==> config.mk <==
export PLATFORM = sky130hd
export DESIGN_NAME = phase_count_pair
export DESIGN_NICKNAME = d
export VERILOG_FILES = /design/src/rtl/qpc_pkg.sv /design/src/rtl/qpc_filter.sv /design/src/rtl/qpc_decode.sv /design/src/rtl/phase_count_pair.sv
export SDC_FILE = /design/constraint.sdc
export NUM_CORES = 1
export LEC_CHECK = 0
export ABC_AREA = 1
export BUFFER_PORTS_ARGS = -buffer_cell sky130_fd_sc_hd__buf_4
export CAP_MARGIN = 40
export CORE_AREA = 4 4 107 109
export DETAILED_ROUTE_END_ITERATION = 8
export DIE_AREA = 0 0 111 113
export PLACE_DENSITY_LB_ADDON = 0.12
export SLEW_MARGIN = 20
export SYNTH_ARGS = -nofsm -noshare
export SYNTH_HDL_FRONTEND = slang
export SYNTH_HIERARCHICAL = 1
export SYNTH_SLANG_ARGS = --single-unit
export TNS_END_PERCENT = 20
==> constraint.sdc <==
create_clock -name clk -period 1.95 [get_ports clk]
set_input_delay 0.0975 -clock clk [delete_from_list [all_inputs] [get_ports clk]]
set_output_delay 0.0975 -clock clk [all_outputs]
set_load 0.005 [all_outputs]
==> src/rtl/qpc_pkg.sv <==
package qpc_pkg;
  localparam int CNT_W  = 16;
  localparam int FILT_W = 4;

  typedef struct packed {
    logic up;
    logic dn;
    logic bad;
  } qpc_step_t;
endpackage

==> src/rtl/qpc_filter.sv <==
module qpc_filter #(
  parameter int FW   = 4,
  parameter int SYNC = 2
) (
  input  logic          clk,
  input  logic          rst_n,
  input  logic          pin,
  input  logic [FW-1:0] len,
  output logic          lvl
);
  logic [SYNC-1:0] sync_q;
  logic [FW-1:0]   run_q, run_d;
  logic            lvl_d;
  logic [FW:0]     lim;

  assign lim = (len == '0) ? (FW+1)'(1) : {1'b0, len};

  always_comb begin
    run_d = '0;
    lvl_d = lvl;
    if (sync_q[SYNC-1] != lvl) begin
      if (({1'b0, run_q} + (FW+1)'(1)) >= lim) begin
        lvl_d = sync_q[SYNC-1];
      end else begin
        run_d = run_q + FW'(1);
      end
    end
  end

  always_ff @(posedge clk or negedge rst_n) begin
    if (!rst_n) begin
      sync_q <= '0;
      run_q  <= '0;
      lvl    <= 1'b0;
    end else begin
      sync_q <= {sync_q[SYNC-2:0], pin};
      run_q  <= run_d;
      lvl    <= lvl_d;
    end
  end
endmodule

==> src/rtl/qpc_decode.sv <==
module qpc_decode
  import qpc_pkg::*;
(
  input  logic      clk,
  input  logic      rst_n,
  input  logic      a,
  input  logic      b,
  output qpc_step_t step
);
  logic [1:0] rank_now, rank_prev, delta;

  // rank order 00,10,11,01
  assign rank_now = {b, a ^ b};
  assign delta    = rank_now - rank_prev;

  always_comb begin
    step.up  = (delta == 2'd1);
    step.dn  = (delta == 2'd3);
    step.bad = (delta == 2'd2);
  end

  always_ff @(posedge clk or negedge rst_n) begin
    if (!rst_n) rank_prev <= 2'd0;
    else        rank_prev <= rank_now;
  end
endmodule

==> src/rtl/phase_count_pair.sv <==
module phase_count_pair
  import qpc_pkg::*;
#(
  parameter int CW     = CNT_W,
  parameter int FW     = FILT_W,
  parameter int SYNC_N = 2
) (
  input  logic          clk,
  input  logic          rst_n,
  input  logic          cascade_en,
  input  logic [FW-1:0] filt_len,
  input  logic [1:0]    pha_i,
  input  logic [1:0]    phb_i,
  input  logic          wr_en,
  input  logic          wr_sel,
  input  logic [CW-1:0] wr_data,
  output logic [CW-1:0] cnt_lo,
  output logic [CW-1:0] cnt_hi,
  output logic [1:0]    ovf_o,
  output logic [1:0]    unf_o,
  output logic [1:0]    err_o
);
  localparam int NCH = 2;
  localparam logic [CW-1:0] TOP = '1;

  logic [1:0] rst_pipe;
  logic       rst_core;

  always_ff @(posedge clk or negedge rst_n) begin
    if (!rst_n) rst_pipe <= 2'b00;
    else        rst_pipe <= {rst_pipe[0], 1'b1};
  end
  assign rst_core = rst_pipe[1];

  qpc_step_t st [NCH];

  for (genvar ch = 0; ch < NCH; ch++) begin : g_chan
    logic a_f, b_f;
    qpc_filter #(.FW(FW), .SYNC(SYNC_N)) u_fa (
      .clk(clk), .rst_n(rst_core), .pin(pha_i[ch]), .len(filt_len), .lvl(a_f));
    qpc_filter #(.FW(FW), .SYNC(SYNC_N)) u_fb (
      .clk(clk), .rst_n(rst_core), .pin(phb_i[ch]), .len(filt_len), .lvl(b_f));
    qpc_decode u_dec (
      .clk(clk), .rst_n(rst_core), .a(a_f), .b(b_f), .step(st[ch]));
  end

  logic [CW-1:0] lo_d, hi_d;
  logic [1:0]    ovf_d, unf_d, err_d;
  logic          wr_lo, wr_hi, carry, borrow, hi_up, hi_dn;

  always_comb begin
    wr_lo  = wr_en && !wr_sel;
    wr_hi  = wr_en && wr_sel;
    lo_d   = cnt_lo;
    hi_d   = cnt_hi;
    carry  = 1'b0;
    borrow = 1'b0;
    ovf_d  = 2'b00;
    unf_d  = 2'b00;
    if (wr_lo) begin
      lo_d = wr_data;
    end else if (st[0].up) begin
      lo_d  = cnt_lo + CW'(1);
      carry = (cnt_lo == TOP);
    end else if (st[0].dn) begin
      lo_d   = cnt_lo - CW'(1);
      borrow = (cnt_lo == '0);
    end
    hi_up = cascade_en ? carry  : st[1].up;
    hi_dn = cascade_en ? borrow : st[1].dn;
    if (wr_hi) begin
      hi_d = wr_data;
    end else if (hi_up) begin
      hi_d     = cnt_hi + CW'(1);
      ovf_d[1] = (cnt_hi == TOP);
    end else if (hi_dn) begin
      hi_d     = cnt_hi - CW'(1);
      unf_d[1] = (cnt_hi == '0);
    end
    ovf_d[0] = carry  && !cascade_en;
    unf_d[0] = borrow && !cascade_en;
    err_d    = err_o | {st[1].bad, st[0].bad};
  end

  always_ff @(posedge clk or negedge rst_core) begin
    if (!rst_core) begin
      cnt_lo <= '0;
      cnt_hi <= '0;
      ovf_o  <= 2'b00;
      unf_o  <= 2'b00;
      err_o  <= 2'b00;
    end else begin
      cnt_lo <= lo_d;
      cnt_hi <= hi_d;
      ovf_o  <= ovf_d;
      unf_o  <= unf_d;
      err_o  <= err_d;
    end
  end
endmodule

=== Word level (Yosys, flattened, before mapping) ===
Index checks and enable logic that the tools add are counted.

* Add/subtract/negate cells: 14
* Multipliers: 0
* Div/mod/pow operators: 0
* Magnitude comparators: 4
* Equality and inequality tests: 12
* Shifts and indexed selects: 0
* Muxes and demuxes: 27
* Bitwise logic cells: 3
* Reductions and logical operators: 15

{| class="wikitable"
|+ Operators by type and width
! operator !! number
|-
| 2-to-1 mux 16 bit || 6
|-
| 2-to-1 mux 4 bit || 9
|-
| adder 16 x 1 -> 16 bit, second input constant || 2
|-
| equality test 16 bit, second input constant || 2
|-
| zero test 16 bit || 2
|-
| subtractor 16 x 1 -> 16 bit, second input constant || 2
|-
| adder 4 x 1 -> 5 bit, second input constant || 4
|-
| adder 4 x 1 -> 4 bit, second input constant || 4
|-
| 2-to-1 mux 1 bit || 12
|-
| >= comparator 5 x 4 -> 1 bit || 2
|-
| >= comparator 5 bit || 2
|-
| equality test 2 bit, second input constant || 4
|-
| AND reduction 2 bit || 4
|-
| nonzero test 3 bit || 2
|-
| equality test 2 x 1 -> 1 bit, second input constant || 2
|-
| logical AND 1 bit || 4
|-
| zero test 4 bit || 1
|-
| inequality test 1 bit || 4
|-
| subtractor 2 bit || 2
|-
| zero test 1 bit || 2
|-
| bitwise OR 2 bit || 1
|-
| bitwise XOR 1 bit || 2
|}

* Flip-flop bits (word level): 72
* Latch bits: 0
* Memory bits (writable): 0
* Memory bits (read-only): 0
* Bits of input ports: 29
* Word-level logic and storage cells: 95
* Memories kept: 0

=== Logic depth before layout (Yosys ltp) ===
* Word-level depth: 10
* Gate-level depth with buffers: 23
* Mapped depth without buffers: 23

=== Cells and area by module ===
The synthesis kept the hierarchy.

{| class="wikitable"
|+ Modules (own cells, without submodules)
! module !! times used !! cells each !! area each (µm²) !! sequential area each (µm²)
|-
| phase_count_pair || 1 || 557 || 3689.8 || 1001.0
|-
| qpc_filter || 4 || 44 || 399.1 || 175.2
|-
| qpc_decode || 2 || 18 || 133.9 || 50.0
|}

=== Worst setup path before layout ===
No wires, ideal clock.

* Path kind: register to register
* Start: register g_chan[0].u_fb.lvl
* End: register cnt_hi[14]
* Arrival: 2980 ps
* Slack: -1147 ps
* Stages on the path, launching flop included: 19
* Buffers on the path: 0
* Clock period less this slack: 3097 ps
* Cells stage by stage: dfrtp_1 > xor2_1 > inv_1 > ha_1 > a21oi_1 > nand2_1 > a21oi_2 > nand2_2 > o21bai_4 > nand2_4 > ha_1 > a21oi_1 > o21ai_0 > a21oi_1 > nand2_1 > nand2_1 > nand3_1 > nand3_1 > nand2_1

{| class="wikitable"
|+ RTL lines
! what !! RTL line !! text
|-
| from (decl) || qpc_filter.sv:9 || <nowiki>output logic lvl</nowiki>
|-
| from (signal assigned) || qpc_filter.sv:38 || <nowiki>lvl <= lvl_d;</nowiki>
|-
| to (signal assigned) || phase_count_pair.sv:94 || <nowiki>cnt_hi <= hi_d;</nowiki>
|-
| to (decl) || phase_count_pair.sv:18 || <nowiki>output logic [CW-1:0] cnt_hi,</nowiki>
|}

==> run metrics <==
status complete, but fails checks; failing checks negative setup slack; Post-Route WL roughly 17000 um; Synth warnings 6; critical path, cell by cell xor2_1 -> inv_1 -> ha_4 -> inv_2 -> nand2_2 -> a21oi_4 -> nand2_2 -> a21oi_2 -> nand2_2 -> o21bai_4 -> buf_12 -> nand2_8 -> ha_4 -> a21oi_2 -> nand2_2 -> buf_4 -> buf_4 -> xnor2_2 -> nand2_1 -> o211ai_1 -> nand2_1; CORE AREA 10600 um2; Top FF cell, synth dfrtp_1; Critical Path Fanout Max 5; Max Slew Vio Count 0; H-tree levels 3; crit path to cnt_hi[3]$_DFFE_PN0P_; Crit path depth 21; final worst slack -1.09 ns; drc violations 0; CTS max path bufs 2; Mapped Cells 769; ANT cells 0; CTS sink count 72; R2R Path Start g_chan[0].u_fa/lvl$_DFFE_PN0P_; RSZ-0062 raised after global routing yes; Reg clk slew, reported paths roughly 0.09 ns; PortBufs between 60 and 70; Row Count 38; largest net degree at the start of global routing 71; Fill cells 794; worst hold path class in2reg; reg2reg setup slack -1.09 ns; height of the die ~110 um; Setup CP Type reg2reg; worst r2r dst cnt_hi[3]$_DFFE_PN0P_; die area 12500 um2; Final Setup Violations 34; crit-path max cell delay a little under 0.4 ns; critical path data arrival time 3.29 ns; crit path buf inv count 5; area grow syn2layout 43.6%; flops & latches, synth 72; most frequent cells in the layout nand2_1 (194), buf_4 (170), inv_1 (85); clk root buf clkbuf_8; R2R depth 21; Avg Inst Size Synth a little over 7 um2; CTS tree yes; Total GRT Usage 0.268; DR vias 5941; routed length per instance 15.3 um; first-pass GRT wire length roughly 27000 um; Synth area leader dfrtp_1; period utilization 1.56; Period minus WS final 3.04 ns; Num CTS Buffers 9; Overflow after GRT 0; First-pass DRT Iterations 5; vias per std cell 5.39; Ports 67; Yosys top cell area share 0.324; most used cell, CP nand2_2; Synth area leaders dfrtp_1 (32%), nand2_1 (15%), ha_1 (11%); post-detailed-route count of antenna-violating nets 0; initial DRC count about 380; fraction of layout cells with a size suffix above 1 0.346; top cell family by delay on the critical path compound AO/OA/AOI/OAI gates; Post-synth EDFFs 0; gpl congestion between 0.9 and 1; commonest non-fill, non-tap cell in the layout nand2_1; Worst-Skew Late Latency 0.36 ns; Mapped Area approximately 5600 um2; Hold Slack 0.00190 ns; vias in the first global route about 5.7k; Initial Util 0.524; Syn Nets 850; die span in x approximately 110 um; Critical path origin g_chan[0].u_fa/lvl$_DFFE_PN0P_; Detail Placement HPWL approximately 12000 um; Crit. End Element flop; initial antenna violation count 0; Slowest-stage cell, CP dfrtp_1; Yosys cell types between 40 and 50; Peak Freq ~0.33 GHz; Fin. Hold Viols 0; Max-Cap Viols 0; Nets 1038; Worst Path Required between 2 and 2.5 ns; FFs w/ async S/R, synth 1.00; CP Launch Type flop; clock skew 0.0138 ns; sequential share of the synthesized area 0.324
cells by family after synthesis:
kind of cell,share of synthesized area
buffers and inverters,0.0741
adders and majority gates,0.120
other,0.000675
DFF,0.324
xor gates and xnor gates,0.0464
and+or+nand+nor,0.325
AOI/OAI and AO/OA,0.109
area by class of cell:
type / instances / area (um2) / share of cell area
Multi-Input combinational cell: 596 / 3980 / 0.498
Clock inverter: 7 / 80.1 / 0.0100
Tap cell: 140 / 175 / 0.0220
Timing Repair Buffer: 184 / 1460 / 0.183
Inverter: 94 / 355 / 0.0446
Clock buffer: 9 / 124 / 0.0155
Sequential cell: 72 / 1800 / 0.226
through the flow:
step	setup WS (ns)	util	TNS (ns)	cell area [um2]	instances
after floorplan	-0.936	-	-35.90	5810	769
after global placement	-1.02	0.683	-27.20	7240	1069
after detailed placement	-1.08	0.683	-28.22	7240	1069
after CTS	-1.04	0.728	-26.51	7710	1096
after global routing	-1.29	0.752	-32.84	7980	1102
final	-1.09	0.752	-26.49	7980	1102
sequential cells by signal, summed over array words and instances (netlist names):
register and count:
g_chan.u_fa/sync_q 4, g_chan.u_fa/run_q 8, cnt_lo 16, g_chan.u_fa/lvl 2
err_o 2, g_chan.u_fb/sync_q 4, ovf_o 2, g_chan.u_dec/rank_prev 4
cnt_hi 16, unf_o 2, g_chan.u_fb/run_q 8, rst_pipe 2
g_chan.u_fb/lvl 2
how the worst min path moves through the flow:
stage	startpoint	end	depth (start not counted)
6_report	wr_data[3]	cnt_hi[3]$_DFFE_PN0P_	3
5_1_grt	wr_data[3]	cnt_hi[3]$_DFFE_PN0P_	3
4_1_cts	wr_data[3]	cnt_hi[3]$_DFFE_PN0P_	3
3_5_place_dp	rst_n	rst_pipe[0]$_DFF_PN0_	1
3_3_place_gp	rst_n	rst_pipe[0]$_DFF_PN0_	1
2_1_floorplan	rst_n	rst_pipe[0]$_DFF_PN0_	0
worst reg2reg max path, cell delays in order, from the launching register on:
cell and delay, ns:
dfrtp_1 0.39, xor2_1 0.18, inv_1 0.09, ha_4 0.17
inv_2 0.04, nand2_2 0.06, a21oi_4 0.13, nand2_2 0.08
a21oi_2 0.11, nand2_2 0.08, o21bai_4 0.14, buf_12 0.16
nand2_8 0.10, ha_4 0.29, a21oi_2 0.15, nand2_2 0.11
buf_4 0.14, buf_4 0.13, xnor2_2 0.16, nand2_1 0.07
o211ai_1 0.08, nand2_1 0.07
metal layers:
metal,vias up,track usage,wire length [um]
li1,2904,-,-
met1,2764,0.349,7230
met2,225,0.453,8040
met3,48,0.0492,1050
met4,0,0.0903,494
met5,-,0,0
Yosys cell counts, types with 2 or more instances:
library cell  instances
nor4_1                5
o21ai_0              23
dfrtp_1              72
nand4_1              12
xnor2_2               4
inv_1                90
clkbuf_1              4
fa_1                  2
xnor2_1               8
a31o_2                4
nor3_1                6
nand3_2               4
ha_1                 50
o21bai_1              5
nor2_1               83
nand3_1              62
buf_2                 3
a21boi_0              2
o21a_1                5
nand3b_1              3
inv_2                 2
a21o_1                5
or2_2                 2
nand2_1             215
nand2_2              18
xor2_1               14
o211ai_1              7
or2_1                 2
a21oi_1              35
o21ai_1               5
what timing repair did:
| action | CTS | global route |
|---|---|---|
| hold buffers | 5 | 0 |
| setup buffers | 4 | 6 |
| endpoints found under the hold margin | 6 | 0 |
| endpoints found under the setup margin | 35 | 36 |
| gates resized for setup | 40 | 51 |
| gates cloned | 2 | 0 |
| pin swaps | 20 | 38 |
Power is not shown: default switching activity piles up to over one toggle a cycle in this logic, so the estimate is an artifact.
